==> config.mk <==
export PLATFORM = sky130hd
export DESIGN_NAME = owid_rom_slave
export DESIGN_NICKNAME = d
export VERILOG_FILES = /design/src/rtl/owid_pkg.sv /design/src/rtl/owid_bus_sync.sv /design/src/rtl/owid_timebase.sv /design/src/rtl/owid_shift.sv /design/src/rtl/owid_rom_slave.sv
export SDC_FILE = /design/constraint.sdc
export NUM_CORES = 1
export LEC_CHECK = 0
export BUFFER_PORTS_ARGS = -buffer_cell sky130_fd_sc_hd__clkbuf_2
export CAP_MARGIN = 20
export CORE_ASPECT_RATIO = 0.9
export CORE_MARGIN = 2
export CORE_UTILIZATION = 40
export CTS_BUF_LIST = sky130_fd_sc_hd__clkbuf_4
export DETAILED_ROUTE_END_ITERATION = 16
export REMOVE_ABC_BUFFERS = 1
export SETUP_SLACK_MARGIN = 0.4
export SYNTH_ARGS = -nofsm -noshare
export SYNTH_HDL_FRONTEND = slang
export SYNTH_SLANG_ARGS = --single-unit
==> constraint.sdc <==
create_clock -name clk -period 3.6 [get_ports clk]
set_input_delay 0.54 -clock clk [delete_from_list [all_inputs] [get_ports clk]]
set_output_delay 0.54 -clock clk [all_outputs]
set_load 0.05 [all_outputs]
==> src/rtl/owid_pkg.sv <==
package owid_pkg;

  typedef enum logic [3:0] {
    ST_BOOT_WAIT,
    ST_BOOT_PULL,
    ST_IDLE,
    ST_RST_GAP,
    ST_PRESENCE,
    ST_CMD_WAIT,
    ST_CMD_SLOT,
    ST_ID_WAIT,
    ST_ID_SLOT
  } owid_state_e;

  function automatic int owid_max(input int a, input int b);
    return (a > b) ? a : b;
  endfunction

endpackage

==> src/rtl/owid_bus_sync.sv <==
module owid_bus_sync #(
  parameter int STAGES = 2
) (
  input  logic clk,
  input  logic rst_n,
  input  logic bus_in,
  output logic level,
  output logic fall,
  output logic rise
);

  logic [STAGES-1:0] chain_q;
  logic              prev_q;

  // idle bus is high, so the chain resets high
  always_ff @(posedge clk or negedge rst_n) begin
    if (!rst_n) begin
      chain_q <= '1;
      prev_q  <= 1'b1;
    end else begin
      chain_q <= {chain_q[STAGES-2:0], bus_in};
      prev_q  <= chain_q[STAGES-1];
    end
  end

  assign level = chain_q[STAGES-1];
  assign fall  = prev_q & ~level;
  assign rise  = ~prev_q & level;

endmodule

==> src/rtl/owid_timebase.sv <==
module owid_timebase #(
  parameter int CLKS_PER_US = 24,
  parameter int CNT_W       = 10,
  parameter int SAT         = 1000
) (
  input  logic             clk,
  input  logic             rst_n,
  input  logic             clr,
  output logic [CNT_W-1:0] count
);

  logic             tick;
  logic [CNT_W-1:0] cnt_q, cnt_d;

  generate
    if (CLKS_PER_US > 1) begin : g_div
      localparam int DIV_W = $clog2(CLKS_PER_US);
      logic [DIV_W-1:0] div_q, div_d;

      assign tick = (div_q == DIV_W'(CLKS_PER_US - 1));

      always_comb begin
        if (clr || tick) div_d = '0;
        else             div_d = div_q + 1'b1;
      end

      always_ff @(posedge clk or negedge rst_n) begin
        if (!rst_n) div_q <= '0;
        else        div_q <= div_d;
      end
    end else begin : g_nodiv
      assign tick = 1'b1;
    end
  endgenerate

  always_comb begin
    cnt_d = cnt_q;
    if (clr)                                   cnt_d = '0;
    else if (tick && (cnt_q != CNT_W'(SAT)))   cnt_d = cnt_q + 1'b1;
  end

  always_ff @(posedge clk or negedge rst_n) begin
    if (!rst_n) cnt_q <= '0;
    else        cnt_q <= cnt_d;
  end

  assign count = cnt_q;

endmodule

==> src/rtl/owid_shift.sv <==
module owid_shift #(
  parameter int                CMD_BITS = 8,
  parameter int                ID_BITS  = 64,
  parameter logic [ID_BITS-1:0] ID_VALUE = '0
) (
  input  logic                clk,
  input  logic                rst_n,
  input  logic                restart,
  input  logic                cmd_we,
  input  logic                cmd_bit,
  input  logic                id_adv,
  output logic [CMD_BITS-1:0] cmd_next,
  output logic                cmd_last,
  output logic                id_bit,
  output logic                id_last
);

  localparam int CB_W  = $clog2(CMD_BITS);
  localparam int IDX_W = $clog2(ID_BITS);

  logic [CMD_BITS-1:0] sr_q, sr_d;
  logic [CB_W-1:0]     cnt_q, cnt_d;
  logic [IDX_W-1:0]    idx_q, idx_d;

  // first received bit ends up in bit 0 after CMD_BITS shifts
  assign cmd_next = {cmd_bit, sr_q[CMD_BITS-1:1]};
  assign cmd_last = (cnt_q == CB_W'(CMD_BITS - 1));
  assign id_bit   = ID_VALUE[idx_q];
  assign id_last  = (idx_q == IDX_W'(ID_BITS - 1));

  always_comb begin
    sr_d  = sr_q;
    cnt_d = cnt_q;
    idx_d = idx_q;
    if (restart) begin
      sr_d  = '0;
      cnt_d = '0;
      idx_d = '0;
    end else begin
      if (cmd_we) begin
        sr_d  = cmd_next;
        cnt_d = cnt_q + 1'b1;
      end
      if (id_adv) idx_d = idx_q + 1'b1;
    end
  end

  always_ff @(posedge clk or negedge rst_n) begin
    if (!rst_n) begin
      sr_q  <= '0;
      cnt_q <= '0;
      idx_q <= '0;
    end else begin
      sr_q  <= sr_d;
      cnt_q <= cnt_d;
      idx_q <= idx_d;
    end
  end

endmodule

==> src/rtl/owid_rom_slave.sv <==
module owid_rom_slave import owid_pkg::*; #(
  parameter int                CLKS_PER_US  = 24,
  parameter int                BOOT_IDLE_US = 10000,
  parameter int                BOOT_PULL_US = 100,
  parameter int                RESET_MIN_US = 480,
  parameter int                GAP_US       = 30,
  parameter int                PRESENCE_US  = 150,
  parameter int                SAMPLE_US    = 15,
  parameter int                HOLD_US      = 30,
  parameter int                GLITCH_US    = 1,
  parameter int                SYNC_STAGES  = 2,
  parameter int                CMD_BITS     = 8,
  parameter int                ID_BITS      = 64,
  parameter logic [ID_BITS-1:0] ID_VALUE     = 64'h9C3A_710F_E428_B62D
) (
  input  logic                clk,
  input  logic                rst_n,
  input  logic                bus_in,
  output logic                bus_pull_low,
  output logic                cmd_valid,
  output logic [CMD_BITS-1:0] cmd_byte,
  output logic                id_done
);

  localparam int T_MAX = owid_max(owid_max(BOOT_IDLE_US, BOOT_PULL_US),
                                  owid_max(owid_max(GAP_US, PRESENCE_US),
                                           owid_max(SAMPLE_US, HOLD_US)));
  localparam int T_W   = $clog2(T_MAX + 1);
  localparam int M_W   = $clog2(RESET_MIN_US + 1);

  localparam logic [T_W-1:0] T_BOOT   = T_W'(BOOT_IDLE_US);
  localparam logic [T_W-1:0] T_BPULL  = T_W'(BOOT_PULL_US);
  localparam logic [T_W-1:0] T_GAP    = T_W'(GAP_US);
  localparam logic [T_W-1:0] T_PRES   = T_W'(PRESENCE_US);
  localparam logic [T_W-1:0] T_SAMPLE = T_W'(SAMPLE_US);
  localparam logic [T_W-1:0] T_HOLD   = T_W'(HOLD_US);
  localparam logic [T_W-1:0] T_GLITCH = T_W'(GLITCH_US);
  localparam logic [M_W-1:0] M_RESET  = M_W'(RESET_MIN_US);

  // bus edges
  logic bus_s, fall_s, rise_s;
  logic fall_evt, rst_evt;
  logic [M_W-1:0] low_us;
  logic [T_W-1:0] us_q;
  logic           tmr_clr;

  // sequencer
  owid_state_e         st_q, st_d;
  logic                pull_d, valid_d, done_d;
  logic [CMD_BITS-1:0] cmd_d;
  logic                restart, cmd_we, id_adv;
  logic [CMD_BITS-1:0] cmd_next;
  logic                cmd_last, id_bit, id_last;

  owid_bus_sync #(.STAGES(SYNC_STAGES)) sync_i (
    .clk    (clk),
    .rst_n  (rst_n),
    .bus_in (bus_in),
    .level  (bus_s),
    .fall   (fall_s),
    .rise   (rise_s)
  );

  // measures how long the bus has been low since its last falling edge
  owid_timebase #(.CLKS_PER_US(CLKS_PER_US), .CNT_W(M_W), .SAT(RESET_MIN_US)) low_meter_i (
    .clk   (clk),
    .rst_n (rst_n),
    .clr   (fall_s),
    .count (low_us)
  );

  // phase timer, restarted on every state change
  owid_timebase #(.CLKS_PER_US(CLKS_PER_US), .CNT_W(T_W), .SAT(T_MAX)) phase_tmr_i (
    .clk   (clk),
    .rst_n (rst_n),
    .clr   (tmr_clr),
    .count (us_q)
  );

  owid_shift #(.CMD_BITS(CMD_BITS), .ID_BITS(ID_BITS), .ID_VALUE(ID_VALUE)) shift_i (
    .clk      (clk),
    .rst_n    (rst_n),
    .restart  (restart),
    .cmd_we   (cmd_we),
    .cmd_bit  (bus_s),
    .id_adv   (id_adv),
    .cmd_next (cmd_next),
    .cmd_last (cmd_last),
    .id_bit   (id_bit),
    .id_last  (id_last)
  );

  // falls caused by the slave's own pull do not open a slot
  assign fall_evt = fall_s & ~bus_pull_low;
  assign rst_evt  = rise_s & (low_us >= M_RESET);
  assign tmr_clr  = (st_d != st_q);

  always_comb begin
    st_d    = st_q;
    pull_d  = 1'b0;
    valid_d = 1'b0;
    done_d  = 1'b0;
    restart = 1'b0;
    cmd_we  = 1'b0;
    id_adv  = 1'b0;

    case (st_q)
      ST_BOOT_WAIT: begin
        if (us_q >= T_BOOT) st_d = ST_BOOT_PULL;
      end
      ST_BOOT_PULL: begin
        if (us_q >= T_BPULL) st_d = ST_IDLE;
        else                 pull_d = 1'b1;
      end
      ST_IDLE: begin
        st_d = ST_IDLE;
      end
      ST_RST_GAP: begin
        if (us_q >= T_GAP) st_d = ST_PRESENCE;
      end
      ST_PRESENCE: begin
        if (us_q >= T_PRES) st_d = ST_CMD_WAIT;
        else                pull_d = 1'b1;
      end
      ST_CMD_WAIT: begin
        if (fall_evt) st_d = ST_CMD_SLOT;
      end
      ST_CMD_SLOT: begin
        if ((us_q == T_GLITCH) && bus_s) begin
          st_d = ST_CMD_WAIT;
        end else if (us_q >= T_SAMPLE) begin
          cmd_we = 1'b1;
          if (cmd_last) begin
            valid_d = 1'b1;
            st_d    = ST_ID_WAIT;
          end else begin
            st_d    = ST_CMD_WAIT;
          end
        end
      end
      ST_ID_WAIT: begin
        if (fall_evt) st_d = ST_ID_SLOT;
      end
      ST_ID_SLOT: begin
        if ((us_q == T_GLITCH) && bus_s) begin
          st_d = ST_ID_WAIT;
        end else if (us_q >= T_HOLD) begin
          id_adv = 1'b1;
          if (id_last) begin
            done_d = 1'b1;
            st_d   = ST_IDLE;
          end else begin
            st_d   = ST_ID_WAIT;
          end
        end else begin
          pull_d = ~id_bit & (us_q >= T_GLITCH);
        end
      end
      default: st_d = ST_IDLE;
    endcase

    // a long low outranks every phase
    if (rst_evt) begin
      st_d    = ST_RST_GAP;
      restart = 1'b1;
      pull_d  = 1'b0;
      valid_d = 1'b0;
      done_d  = 1'b0;
      cmd_we  = 1'b0;
      id_adv  = 1'b0;
    end
  end

  assign cmd_d = valid_d ? cmd_next : cmd_byte;

  always_ff @(posedge clk or negedge rst_n) begin
    if (!rst_n) begin
      st_q         <= ST_BOOT_WAIT;
      bus_pull_low <= 1'b0;
      cmd_valid    <= 1'b0;
      cmd_byte     <= '0;
      id_done      <= 1'b0;
    end else begin
      st_q         <= st_d;
      bus_pull_low <= pull_d;
      cmd_valid    <= valid_d;
      cmd_byte     <= cmd_d;
      id_done      <= done_d;
    end
  end

endmodule

# Word level (Yosys, flattened, before mapping)
# Memories as Yosys holds them, arrays and structs flattened.
# Cells that the tools add are included.
# word_totals
register_bits,68
romBits,64
inputBits,3
out_inout_bits,11
wordCells,115
memories,1
# memory_table
name,depth,width,read_ports,rd_ports_with_merged_regs,write_ports,line,source
(no name shown),64,1,1,0,0,owid_shift.sv:28,assign id_bit = ID_VALUE[idx_q];
# op_classes
n_addsub,6
magnitude_cmp,8
n_eq_ne,15
muxes,52
bitwise,9
n_reduce_logical,10
# op_table
op,count
4-bit 2-to-1 mux,11
4-bit case mux with 8 select lines,1
14-bit 2-to-1 mux,2
1-bit 2-to-1 mux,25
9-bit 2-to-1 mux,2
"4-bit by 3-bit equality test with 1-bit output, second input constant",4
8-bit 2-to-1 mux,2
"14-bit by 1-bit adder with 14-bit output, second input constant",1
"14-bit by 1-bit equality test with 1-bit output, second input constant",1
"14-bit by 1-bit >= comparator with 1-bit output, second input constant",1
"14-bit >= comparator, second input constant",1
"14-bit by 4-bit >= comparator with 1-bit output, second input constant",1
"14-bit by 5-bit >= comparator with 1-bit output, second input constant",1
"14-bit by 7-bit >= comparator with 1-bit output, second input constant",1
"14-bit by 8-bit >= comparator with 1-bit output, second input constant",1
"14-bit inequality test, second input constant",1
6-bit 2-to-1 mux,2
"5-bit by 1-bit adder with 5-bit output, second input constant",2
"5-bit equality test, second input constant",2
5-bit 2-to-1 mux,2
"9-bit by 1-bit adder with 9-bit output, second input constant",1
"9-bit >= comparator, second input constant",1
3-bit 2-to-1 mux,3
"9-bit inequality test, second input constant",1
17 further kinds,30

# Depth between registers and ports, before layout
# Gate-level depths: netlist (run 1).
# logic_depth
depth_word,9
depth_mapped,9
depth_no_buf,8

# Modules after synthesis
# From an unflattened synthesis (run 1), not the netlist that was laid out.
# hier_totals
cells_unflattened,421
area_unflattened_um2,4095.2
# by_module_without_submodules
module,instances,cells_per_inst,area_each_um2,seq_area_each_um2
owid_timebase at phase_tmr_i,1,128,1201.2,475.5
owid_rom_slave,1,120,1091.0,375.4
owid_shift,1,91,917.1,400.4
owid_timebase at low_meter_i,1,77,792.0,350.3
owid_bus_sync,1,5,93.8,78.8

# Least setup slack after synthesis (run 1)
# OpenSTA, ideal clock, no wires.
# synth_timing
path_kind,reg2reg
startpoint,reg phase_tmr_i.cnt_q[1] (netlist: phase_tmr_i.count[1])
endpoint,reg phase_tmr_i.cnt_q[10] (netlist: phase_tmr_i.count[10])
setup_ns,0.128
arrival_ns,2.259
t_required_ns,3.472
setup_slack_ns,1.213
stages_incl_launch_ff,10
path_buffers,1
synth_period_minus_slack_ns,2.387
path_cell_list,dfrtp_1 inv_1 ha_1 nor4bb_1 nand4_1 a21oi_1 nand4bb_2 xor2_2 buf_2 nor3_2
# synth_between
elab_chain_cells,7
word_cells_on_any_way,24
classes_between,add/sub: 1; order compare: 5; eq/ne: 3; mux: 12; reduce/logical: 3
# synth_lines
item,line,source
start: declaration,owid_timebase.sv:13,"logic [CNT_W-1:0] cnt_q, cnt_d;"
start signal: assignment,owid_timebase.sv:44,else cnt_q <= cnt_d;
14-bit by 5-bit >= comparator with 1-bit output (tied with other cells),"owid_rom_slave.sv:119, owid_rom_slave.sv:147",
4-bit 2-to-1 mux (tied with other cells),owid_rom_slave.sv:147,end else if (us_q >= T_HOLD) begin
4-bit 2-to-1 mux (on tied branches),"owid_rom_slave.sv:145, owid_rom_slave.sv:129",
4-bit case mux with 8 select lines (*),owid_rom_slave.sv:107,case (st_q)
4-bit 2-to-1 mux (*),owid_rom_slave.sv:163,if (rst_evt) begin
named net st_d[1],owid_rom_slave.sv:48,"owid_state_e st_q, st_d;"
4-bit inequality test (*),owid_rom_slave.sv:96,assign tmr_clr = (st_d != st_q);
14-bit 2-to-1 mux / 2-bit nonzero test (equally long branches),n/a,
# The timed path passes the listed nets; every way through them passes the cells marked *. The select of a mux whose other input is x is not followed.
# A chain may end at the register's enable or synchronous reset.

# Worst setup path in the final report (run 1)
# layout_timing
startpoint,reg phase_tmr_i.cnt_q[1] (netlist: phase_tmr_i.count[1])
endpoint,reg phase_tmr_i.g_div.div_q[3]
# layout_between
elab_chain_cells,8
word_cells_on_any_way,20
classes_between,order compare: 5; eq/ne: 2; mux: 11; reduce/logical: 2
# layout_lines
item,line,source
14-bit by 5-bit >= comparator with 1-bit output (tied with other cells),"owid_rom_slave.sv:119, owid_rom_slave.sv:147",
4-bit 2-to-1 mux (tied with other cells),owid_rom_slave.sv:147,
4-bit 2-to-1 mux (on tied branches),"owid_rom_slave.sv:145, owid_rom_slave.sv:129",
4-bit case mux with 8 select lines (*),owid_rom_slave.sv:107,
4-bit 2-to-1 mux (*),owid_rom_slave.sv:163,
4-bit inequality test (*),owid_rom_slave.sv:96,
1-bit logical OR (*),owid_timebase.sv:23,if (clr || tick) div_d = '0;
5-bit 2-to-1 mux (*),owid_timebase.sv:23,
named net phase_tmr_i.g_div.div_d[3],owid_timebase.sv:18,"logic [DIV_W-1:0] div_q, div_d;"
end signal: assignment,owid_timebase.sv:29,else div_q <= div_d;
end: declaration,owid_timebase.sv:18,
# The timed path passes the listed nets; every way through them passes the cells marked *.

==> impl_summary.txt, run 1 <==
----------------------------------------------------
[Pwr]
  LEAKAGE ... 1.93 nW
  Cell area power density ... 336 nW/um2
  Max IR drop VDD ... 0.150 mV
  Overall power consumption ... 1.41 mW

[Floorplanning]
  Top-level I/O count ... 14
  Number of placement rows ... 33
  Chip Height ... 96.9 um
  Effective utilization at floorplan ... 41.6%
  Die ar. ... 10400 um2
  Die W ... 107 um
  Core ar. ... 9210 um2

[Place]
  Count of input and output buffers ... 13
  Final estimated routing congestion in global placement ... 0.904
  Number of cells in the design after placement ... 509
  Setup Slack @ Placement ... 1.05 ns
  Area of placed instances ... 4020 um2
  Estimated wirelength of the detail-placed design ... 5000 um

[Worst setup path]
  Worst Path Required ... 3.94 ns
  Largest driver fanout on the critical path ... 19
  Worst setup slack for register-to-register paths ... 1.03 ns
  Cell Chain, Critical Path ... inv_1 > ha_1 > nor4bb_1 > nand4_1 > o22ai_1 > nor4_4 > mux2i_2 > buf_4 > nor4b_2
  Startpoint of the lowest-slack register-to-register path ... phase_tmr_i.count[1]
  Classification of the worst setup path ... reg -> reg
  Number of stages on the worst setup path ... 9
  Startpoint type of the worst setup path ... flop
  Cell family with most CP delay ... simple AND/OR/NAND/NOR gates
  Number of cells traversed by the worst register-to-register path ... 9
  End of the worst register-to-register path ... phase_tmr_i.g_div.div_q[3]
  Slowest-stage cell, CP ... sky130_fd_sc_hd__dfrtp_1
  Nature of the critical path endpoint ... flop
  Biggest cell delay along the critical path ... 0.46 ns
  Number of buffers and inverters on the critical path ... 2
  Arr. time, crit path ... 2.91 ns

[Global route]
  Number of global-route vias before repair ... 2703
  Gr ovfl total ... 0
  Wire length of the first global-routing pass ... 13000 um
  Number of antenna violations at the first check in global routing ... 0
  Overall global routing resource usage ... 15.6%
  Largest net degree at the start of global routing ... 47

[STA]
  Final Hold Vio Count ... 0
  Accumulated negative setup slack ... 0 ns
  Relative slew slack ... 46.4%
  Total count of max-transition violations in the final report ... 0
  Maximum operating frequency ... 388 MHz
  Final critical-path share of the clock period ... 71.5%
  Setup repair after global routing missed its margin ... false
  Worst-margin pin slew ... 0.791 ns
  Fin worst setup slack ... 1.03 ns
  Final Skew ... 0.0211 ns
  Final worst path period need ... 2.57 ns
  Final setup violation count ... 0

[Synthesis]
  Distinct cells, synth ... 60
  Leading register cell type out of synthesis ... sky130_fd_sc_hd__dfrtp_1
  Area share of fa/ha/maj cells after synthesis ... 4.57%
  Post-synthesis area per instance ... 9.96 um2
  Fraction of registers with async set/reset ... 100%
  Xor and xnor fraction of the mapped netlist area ... 6.82%
  Main combinational cell family by area after synthesis ... simple AND/OR/NAND/NOR gates
  Netlist area before placement ... 3830 um2
  Post-Syn Instances ... 385
  Count of flip-flops with a built-in enable after synthesis ... 0
  Share of synthesized area spent on multiplexers ... 7.28%
  Synth Area in Compound Gates ... 6.72%
  Total number of yosys warnings ... 0
  Fraction of the mapped netlist area in simple logic gates ... 27.1%
  Register area share after synthesis ... 43.8%
  Flop and latch count out of synthesis ... 67

[Drt]
  Routed via count divided by cell count ... 5.32
  Total via count after detailed routing ... 2797
  Aggregate routed wire length ... 7420 um
  Final antenna-violating net count ... 0
  Violation count after the first detailed-routing iteration ... 200
  DR DRC count ... 0
  Final routed wire length divided by cell count ... 14.1 um
  DRT Pass-1 Iters ... 4

[Clocking]
  Post-CTS setup buffer count ... 0
  # clock sinks ... 67
  Number of buffers added by the clock tree synthesis step ... 9
  Clock transition time at the flip-flop clock pins of the worst setup and hold paths ... 0.13 ns
  Number of hold buffers added after CTS ... 0
  Skew-Pair Late Insertion Delay ... 0.42 ns
  Max H-tree Level ... 3
  Clk Tree Root Cell ... sky130_fd_sc_hd__clkbuf_4
  Max Buffers Root-to-Sink ... 2
  Post-CTS resize count ... 0
  CTS tree ... built

[Finish]
  Fraction of layout instances using a drive strength above 1 ... 18.1%
  Net total in the final layout ... 416
  Count of antenna diodes in the layout ... 0
  Final standard cell count with taps included and fillers excluded ... 526
  Finished Cell Area ... 4190 um2
  Post-synthesis to final-layout area growth ... 9.30%

[Run status]
  Result of the run ... complete, no violations

[Run]
  Number of maximum-capacitance constraint violations ... 0

[Min path]
  Hold/Removal Path Class ... in -> async

----------------------------------------------------
[how the worst max path moves through the flow]
| stage | startpoint | end | slack, ns |
|---|---|---|---|
| after floorplan | phase_tmr_i.count[13] | phase_tmr_i.count[0] | 0.89 |
| after global routing | phase_tmr_i.count[1] | phase_tmr_i.count[3] | 0.79 |
| final | phase_tmr_i.count[1] | phase_tmr_i.g_div.div_q[3] | 1.03 |
| after CTS | phase_tmr_i.count[1] | phase_tmr_i.g_div.div_q[3] | 1.02 |
| after detailed placement | phase_tmr_i.count[1] | phase_tmr_i.g_div.div_q[3] | 1.05 |
| after global placement | phase_tmr_i.count[1] | phase_tmr_i.g_div.div_q[3] | 1.13 |
[cell type report]
class | instances | area [um2]
multi-input cells | 286 | 2020
fillers | 880 | 5020
clock buffers | 9 | 67.6
well taps | 122 | 153
repair buffers | 21 | 145
inverters | 14 | 52.6
flip-flops and latches | 67 | 1680
clock inverters | 7 | 75.1
[cells in the mapped netlist, types with 4 or more instances]
cell type                   n  share of area (%)
sky130_fd_sc_hd__nand4_1   11                1.8
sky130_fd_sc_hd__nor3_1    17                2.2
sky130_fd_sc_hd__ha_1      14                4.6
sky130_fd_sc_hd__a21oi_1    9                1.2
sky130_fd_sc_hd__and3_1     5               0.82
sky130_fd_sc_hd__nor4_1     4               0.65
sky130_fd_sc_hd__nand2_1   36                3.5
sky130_fd_sc_hd__and4_1     4               0.91
sky130_fd_sc_hd__nand3_1   12                1.6
sky130_fd_sc_hd__clkbuf_1  10               0.98
sky130_fd_sc_hd__a211oi_1   4               0.78
sky130_fd_sc_hd__nor2b_1    6               0.98
sky130_fd_sc_hd__o21ai_0    9                1.2
sky130_fd_sc_hd__nor3_2     9                2.3
sky130_fd_sc_hd__mux2i_1   13                3.4
sky130_fd_sc_hd__mux2_2    10                2.9
sky130_fd_sc_hd__xnor2_1   18                4.1
sky130_fd_sc_hd__dfrtp_1   64                 42
sky130_fd_sc_hd__nor2_1    46                4.5
sky130_fd_sc_hd__inv_1     14                1.4
sky130_fd_sc_hd__buf_2      5               0.65
sky130_fd_sc_hd__xor2_1    10                2.3
[worst register-to-register path, stage by stage, from the launching register on]
cell	delay, ns
sky130_fd_sc_hd__dfrtp_1	0.46
sky130_fd_sc_hd__inv_1	0.13
sky130_fd_sc_hd__ha_1	0.18
sky130_fd_sc_hd__nor4bb_1	0.35
sky130_fd_sc_hd__nand4_1	0.29
sky130_fd_sc_hd__o22ai_1	0.33
sky130_fd_sc_hd__nor4_4	0.09
sky130_fd_sc_hd__mux2i_2	0.16
sky130_fd_sc_hd__buf_4	0.25
sky130_fd_sc_hd__nor4b_2	0.27
[placed cells by master, fill, tap and decap left out, types with 3 or more instances in the layout]
cell                        n
sky130_fd_sc_hd__dfstp_2    3
sky130_fd_sc_hd__clkbuf_4   9
sky130_fd_sc_hd__nor4_1     4
sky130_fd_sc_hd__mux2i_1   13
sky130_fd_sc_hd__mux2_2    10
sky130_fd_sc_hd__nand2b_1   3
sky130_fd_sc_hd__and3_1     5
sky130_fd_sc_hd__dfrtp_1   64
sky130_fd_sc_hd__nand2_1   36
sky130_fd_sc_hd__xor2_1    10
sky130_fd_sc_hd__buf_4      7
sky130_fd_sc_hd__and4_1     4
sky130_fd_sc_hd__nand4_1   11
sky130_fd_sc_hd__nand3_1   12
sky130_fd_sc_hd__and4b_1    3
sky130_fd_sc_hd__or3_1      3
sky130_fd_sc_hd__a21oi_1    9
sky130_fd_sc_hd__nor3_1    16
sky130_fd_sc_hd__o21ai_0    9
sky130_fd_sc_hd__nor3_2    10
sky130_fd_sc_hd__inv_1     14
sky130_fd_sc_hd__xnor2_1   18
sky130_fd_sc_hd__ha_1      14
sky130_fd_sc_hd__a211oi_1   4
sky130_fd_sc_hd__nor2_1    46
sky130_fd_sc_hd__nor2b_1    6
sky130_fd_sc_hd__clkbuf_2  12
[cell families (layout without fill, tap and decap cells)]
group	after synthesis	after routing
AOI/OAI and AO/OA	38	38
xor gates and xnor gates	29	29
adders and majority gates	14	14
buffers and inverters	32	51
DFF	67	67
muxes	25	25
and+or+nand+nor	180	180
[power breakdown]
part           switching [mW]  internal, mW
Clock                   0.302         0.216
Combinational          0.0510        0.0374
Sequential             0.0222         0.779
[sequential cells by signal, summed over array words and instances (netlist names)]
name                     cells
bus_pull_low                 1
sync_i.prev_q                1
low_meter_i.count            9
shift_i.idx_q                6
phase_tmr_i.g_div.div_q      5
low_meter_i.g_div.div_q      5
id_done                      1
cmd_valid                    1
shift_i.sr_q                 7
cmd_byte                     8
st_q                         4
phase_tmr_i.count           14
shift_i.cnt_q                3
sync_i.chain_q               2
[routing by layer]
metal	global-route usage, %	up-vias	part of all wire, %
met4	5.09	0	0.86
met5	0	-	0
li1	-	1396	-
met3	4.31	5	2.6
met2	23.2	35	46
met1	21.9	1361	51
[through the flow]
stage	hold slack (ns)	utilization, %
3_5_place_dp	0.347	43.7
5_1_grt	0.0799	45.5
3_3_place_gp	0.347	43.7
2_1_floorplan	0.244	-
4_1_cts	0.172	45.2
6_report	0.0719	45.5
No activity file was read; power rests on OpenSTA's default activity.
==> run 2: changes to the inputs <==
- clock period: 3.6 -> 2.7 ns (I/O delays scaled with it)
==> run 2 against run 1 <==
- sequential power up 34%
- wire length up 9.6%
- critical path depth down 2
- final area up 8.2%
- die area unchanged
- non-clock buffer count up 20
- worst setup slack worse by 0.74 ns
- fmax up 6.7%
- register-to-register slack worse by 0.74 ns
- core utilization up 3.7 points
- largest cell class unchanged
==> impl_summary.txt, run 2 (synthesis gave the netlist of run 1 again) <==
----------------------------------------------------
[Place]
  Count of input and output buffers ... 13
  Area of placed instances ... 4070 um2
  Estimated wirelength of the detail-placed design ... 5110 um
  Final estimated routing congestion in global placement ... 0.883

[Worst setup path]
  Critical path launch point ... phase_tmr_i.count[13]
  Startpoint type of the worst setup path ... flop
  Worst Path Required ... 3.02 ns
  Startpoint of the lowest-slack register-to-register path ... phase_tmr_i.count[13]
  Largest driver fanout on the critical path ... 5
  Nature of the critical path endpoint ... flop
  Classification of the worst setup path ... reg -> reg
  Arr. time, crit path ... 2.73 ns

[Pwr]
  Max IR drop VDD ... 0.203 mV
  Overall power consumption ... 1.88 mW
  Cell area power density ... 414 nW/um2
  LEAKAGE ... 2.04 nW

[Drt]
  DRT Pass-1 Iters ... 4
  DR DRC count ... 0
  Violation count after the first detailed-routing iteration ... 144
  Final routed wire length divided by cell count ... 14.9 um
  Routed via count divided by cell count ... 5.27
  Aggregate routed wire length ... 8130 um
  Total via count after detailed routing ... 2879
  Final antenna-violating net count ... 0

[Finish]
  Post-synthesis to final-layout area growth ... 18.3%
  Fraction of layout instances using a drive strength above 1 ... 27.1%
  Commonest non-fill, non-tap cells in the layout ... sky130_fd_sc_hd__dfrtp_1, sky130_fd_sc_hd__nor2_1, sky130_fd_sc_hd__nand2_1
  Finished Cell Area ... 4530 um2
  Max FFs per register ... 14
  Count of antenna diodes in the layout ... 0
  Net total in the final layout ... 436
  Most common cell after layout, fill and taps aside ... sky130_fd_sc_hd__dfrtp_1

[STA]
  Final worst path period need ... 2.41 ns
  Final setup violation count ... 0
  Worst-margin pin slew ... 0.645 ns
  Final critical-path share of the clock period ... 89.4%
  Accumulated negative setup slack ... 0 ns
  Maximum operating frequency ... 414 MHz
  Setup repair after global routing missed its margin ... true
  Final Hold Vio Count ... 0
  Total count of max-transition violations in the final report ... 0
  Final Skew ... 0.0167 ns
  Relative slew slack ... 57.0%
  Worst hold-check slack ... 0.0715 ns

[Clocking]
  Clk Tree Root Cell ... sky130_fd_sc_hd__clkbuf_4
  Number of buffers added by the clock tree synthesis step ... 9
  Max Buffers Root-to-Sink ... 2
  CTS tree ... built
  Skew-Pair Late Insertion Delay ... 0.43 ns
  Max H-tree Level ... 3
  Clock transition time at the flip-flop clock pins of the worst setup and hold paths ... 0.12 ns
  # clock sinks ... 67

[Global route]
  Number of global-route vias before repair ... 2648
  Wire length of the first global-routing pass ... 13200 um
  Largest net degree at the start of global routing ... 40
  Overall global routing resource usage ... 15.8%
  Number of antenna violations at the first check in global routing ... 0
  Gr ovfl total ... 0

[Floorplanning]
  Top-level I/O count ... 14
  Die W ... 107 um
  Chip Height ... 96.9 um
  Core ar. ... 9210 um2
  Die ar. ... 10400 um2
  Number of placement rows ... 33
  Effective utilization at floorplan ... 41.6%

[Min path]
  Source of the worst hold timing path ... bus_in
  Hold/Removal Path Class ... in -> reg

[Run status]
  Result of the run ... complete, no violations

[Run]
  Number of maximum-capacitance constraint violations ... 0

----------------------------------------------------
==> run 2: cell count changes in the layout (fill, tap and decap cells not counted), moves of 2 or more <==
cell / before / now
sky130_fd_sc_hd__dfrtp_2: 0 / 11
sky130_fd_sc_hd__clkbuf_16: 0 / 2
sky130_fd_sc_hd__buf_6: 0 / 4
sky130_fd_sc_hd__buf_12: 0 / 3
sky130_fd_sc_hd__dfrtp_1: 64 / 53
sky130_fd_sc_hd__buf_4: 7 / 18
sky130_fd_sc_hd__o311ai_4: 0 / 2
sky130_fd_sc_hd__nor3b_4: 0 / 2
==> run 2: worst paths after layout <==
path                                               to  slack [ns]  depth (start not counted)
worst max-delay path            phase_tmr_i.count[10]        0.29                          7
worst min-delay path                sync_i.chain_q[0]        0.07                          1
worst max register to register  phase_tmr_i.count[10]        0.29                          7
worst min register to register      sync_i.chain_q[1]        0.34                          0
max in group asynchronous               sync_i.prev_q        1.48                          3
min in group asynchronous             shift_i.sr_q[2]        0.52                          2
==> run 2: repair_timing <==
action                                  4_1_cts  5_1_grt
endpoints found under the setup margin       19       27
hold buffers                                  1        0
cloned                                        0        6
hold endpoints to repair                     17        0
pin swaps                                     4       13
gates resized for setup                      11       29
setup buffers                                 1       11
==> run 2: per-layer routing <==
metal | vias up | part of all wire [%] | GRT usage [%]
met5 | - | 0 | 0
met4 | 0 | 1.4 | 5.79
met1 | 1381 | 50 | 22.3
met2 | 41 | 45 | 23.3
li1 | 1445 | - | -
met3 | 12 | 3.8 | 3.91
==> run 2: layout make-up <==
cell class | count | area, um2
Clock buffer | 9 | 67.6
Sequential cell | 67 | 1690
Inverter | 14 | 52.6
Tap cell | 122 | 153
Multi-Input combinational cell | 286 | 2130
Timing Repair Buffer | 41 | 365
Clock inverter | 7 | 75.1
Fill cell | 846 | 4670
==> run 2: critical path, cell delays in order, from the launching register on <==
cell	delay, ns
sky130_fd_sc_hd__dfrtp_2	0.46
sky130_fd_sc_hd__nor4_4	0.34
sky130_fd_sc_hd__and4_4	0.30
sky130_fd_sc_hd__nor3b_4	0.06
sky130_fd_sc_hd__nor4_4	0.39
sky130_fd_sc_hd__mux2i_4	0.47
sky130_fd_sc_hd__clkbuf_16	0.24
sky130_fd_sc_hd__nor3_2	0.04
==> run 2: power by group <==
group          leakage (nW)  switching (mW)  internal [mW]  total [mW]
Sequential            0.892          0.0298           1.04        1.07
Clock                0.0807           0.398          0.288       0.686
Combinational          1.07          0.0710         0.0512       0.122
Total                  2.04           0.499           1.38        1.88
==> run 2: through the flow <==
stage | setup slack (ns) | cells | util (%)
3_3_place_gp | 0.299 | 511 | 44.2
5_1_grt | 0.198 | 546 | 49.2
3_5_place_dp | 0.211 | 511 | 44.2
2_1_floorplan | -0.00977 | 367 | -
6_report | 0.287 | 546 | 49.2
4_1_cts | 0.365 | 529 | 46.4
==> run 3: changes to the inputs <==
- RECOVER_POWER: unset -> 25
==> run 3 against run 2 <==
- the flow now finishes with violations (capacitance limit, slew limit)
- die area did not move
- combinational power barely moved
- sequential cell count did not move
- clock skew barely moved
- highest routed layer unchanged
==> impl_summary.txt, run 3 (synthesis gave the netlist of run 1 again) <==
----------------------------------------------------
[Finish]
  Most common cell after layout, fill and taps aside ... sky130_fd_sc_hd__dfrtp_1
  FILL cells ... 847
  Commonest non-fill, non-tap cells in the layout ... sky130_fd_sc_hd__dfrtp_1, sky130_fd_sc_hd__nor2_1, sky130_fd_sc_hd__nand2_1
  Fraction of layout instances using a drive strength above 1 ... 26.7%
  Max FFs per register ... 14
  Count of antenna diodes in the layout ... 0
  Net total in the final layout ... 436
  Post-synthesis to final-layout area growth ... 18.2%
  Core Util, Final ... 49.2%
  Combined flip-flop and latch cell area ... 1690 um2
  Area used by multi-input combinational logic ... 2130 um2
  Finished Cell Area ... 4530 um2

[Floorplanning]
  Core ar. ... 9210 um2
  Die W ... 107 um
  Die ar. ... 10400 um2
  Number of placement rows ... 33
  Effective utilization at floorplan ... 41.6%
  Top-level I/O count ... 14
  Chip Height ... 96.9 um

[Run status]
  Violations in the final reports ... capacitance limit, slew limit
  Result of the run ... finished, violations left

[Drt]
  DRT Pass-1 Iters ... 4
  Violation count after the first detailed-routing iteration ... 144
  Final antenna-violating net count ... 0
  Aggregate routed wire length ... 8120 um
  Final routed wire length divided by cell count ... 14.9 um
  DR DRC count ... 0
  Routed via count divided by cell count ... 5.28
  Total via count after detailed routing ... 2881

[Place]
  Final estimated routing congestion in global placement ... 0.883
  Estimated wirelength of the detail-placed design ... 5110 um
  Count of input and output buffers ... 13
  Setup Slack @ Placement ... 0.211 ns
  Area of placed instances ... 4070 um2

[Global route]
  Gr ovfl total ... 0
  Number of global-route vias before repair ... 2648
  Overall global routing resource usage ... 15.8%
  Wire length of the first global-routing pass ... 13200 um
  Number of antenna violations at the first check in global routing ... 0
  Largest net degree at the start of global routing ... 40

[STA]
  Final setup violation count ... 0
  Fin worst setup slack ... 0.251 ns
  Final Hold Vio Count ... 0
  Worst-margin pin slew ... 1.55 ns
  Final worst path period need ... 2.45 ns
  Setup repair after global routing missed its margin ... true
  Final Skew ... 0.0167 ns
  Relative slew slack ... -3.04%
  Total count of max-transition violations in the final report ... 29
  Maximum operating frequency ... 408 MHz
  Final critical-path share of the clock period ... 90.7%

[Worst setup path]
  Worst setup slack for register-to-register paths ... 0.25 ns
  Worst Path Required ... 3.02 ns
  Number of cells traversed by the worst register-to-register path ... 7
  Critical path launch point ... sync_i.chain_q[1]
  Arr. time, crit path ... 2.77 ns
  Startpoint type of the worst setup path ... flop
  Largest driver fanout on the critical path ... 7
  End of the worst register-to-register path ... phase_tmr_i.count[10]
  Startpoint of the lowest-slack register-to-register path ... sync_i.chain_q[1]
  Classification of the worst setup path ... reg -> reg
  Nature of the critical path endpoint ... flop
  Worst setup path end ... phase_tmr_i.count[10]

[Run]
  Number of maximum-capacitance constraint violations ... 1

[Pwr]
  Overall power consumption ... 1.88 mW
  Max IR drop VDD ... 0.203 mV
  LEAKAGE ... 2.04 nW
  Cell area power density ... 414 nW/um2

[Clocking]
  Max H-tree Level ... 3
  # clock sinks ... 67
  Clock transition time at the flip-flop clock pins of the worst setup and hold paths ... 0.12 ns
  Number of buffers added by the clock tree synthesis step ... 9
  Clk Tree Root Cell ... sky130_fd_sc_hd__clkbuf_4
  Max Buffers Root-to-Sink ... 2
  CTS tree ... built
  Skew-Pair Late Insertion Delay ... 0.43 ns

[Min path]
  Hold/Removal Path Class ... in -> reg

----------------------------------------------------
==> run 3: cell count changes in the layout (fill, tap and decap cells not counted) <==
cell	previous run	this run
sky130_fd_sc_hd__buf_2	1	0
sky130_fd_sc_hd__clkbuf_1	0	1
sky130_fd_sc_hd__dfstp_1	0	1
sky130_fd_sc_hd__dfstp_2	3	2
==> run 3: area by class of cell <==
type,instances,area share [%]
multi-input cells,286,46.9
flip-flops and latches,67,37.4
repair buffers,41,8.03
well taps,122,3.37
clock inverters,7,1.66
clock buffers,9,1.49
inverters,14,1.16
==> run 3: power by group <==
group | total (mW) | internal [mW] | switching [mW]
clock | 0.686 | 0.288 | 0.398
sequential | 1.07 | 1.04 | 0.0298
combinational | 0.122 | 0.0512 | 0.0709
total | 1.88 | 1.38 | 0.499
==> run 3: worst min path at each step <==
stage / start / end / slack [ns] / depth (start not counted)
after CTS: bus_in / sync_i.chain_q[0] / 0.05 / 1
after detailed placement: sync_i.chain_q[0] / sync_i.chain_q[1] / 0.35 / 0
after global placement: sync_i.chain_q[0] / sync_i.chain_q[1] / 0.35 / 0
after global routing: bus_in / sync_i.chain_q[0] / 0.04 / 1
final: bus_in / sync_i.chain_q[0] / 0.07 / 1
after floorplan: rst_n / bus_pull_low / 0.11 / 0
==> run 3: repair_timing <==
action                                 in CTS  in global routing
setup endpoints to repair                  19                 27
gates cloned                                0                  6
endpoints found under the hold margin      17                  0
hold buffers                                1                  0
buffers inserted                            1                 11
pin swaps                                   4                 13
gates resized for setup                    11                 29
==> run 3: worst max-delay path, stage by stage, from the launching register on <==
cell	delay, ns
sky130_fd_sc_hd__dfstp_1	0.70
sky130_fd_sc_hd__nor4bb_4	0.35
sky130_fd_sc_hd__nand4_1	0.28
sky130_fd_sc_hd__o22ai_2	0.29
sky130_fd_sc_hd__nor4_4	0.08
sky130_fd_sc_hd__mux2i_4	0.37
sky130_fd_sc_hd__clkbuf_16	0.24
sky130_fd_sc_hd__nor3_2	0.04
==> run 3: stage by stage <==
step	setup TNS, ns	std cells	hold WS (ns)
5_1_grt	0	546	0.0368
6_report	0	546	0.0714
3_5_place_dp	0	511	0.348
3_3_place_gp	0	511	0.347
2_1_floorplan	-0.0782	367	0.109
4_1_cts	0	529	0.0529
==> run 3: routing by layer <==
layer / vias up / wire length [um] / GRT usage [%]
met5: - / 0 / 0
met4: 0 / 114 / 5.79
met3: 12 / 307 / 3.91
met2: 41 / 3640 / 23.3
met1: 1383 / 4060 / 22.3
li1: 1445 / - / -
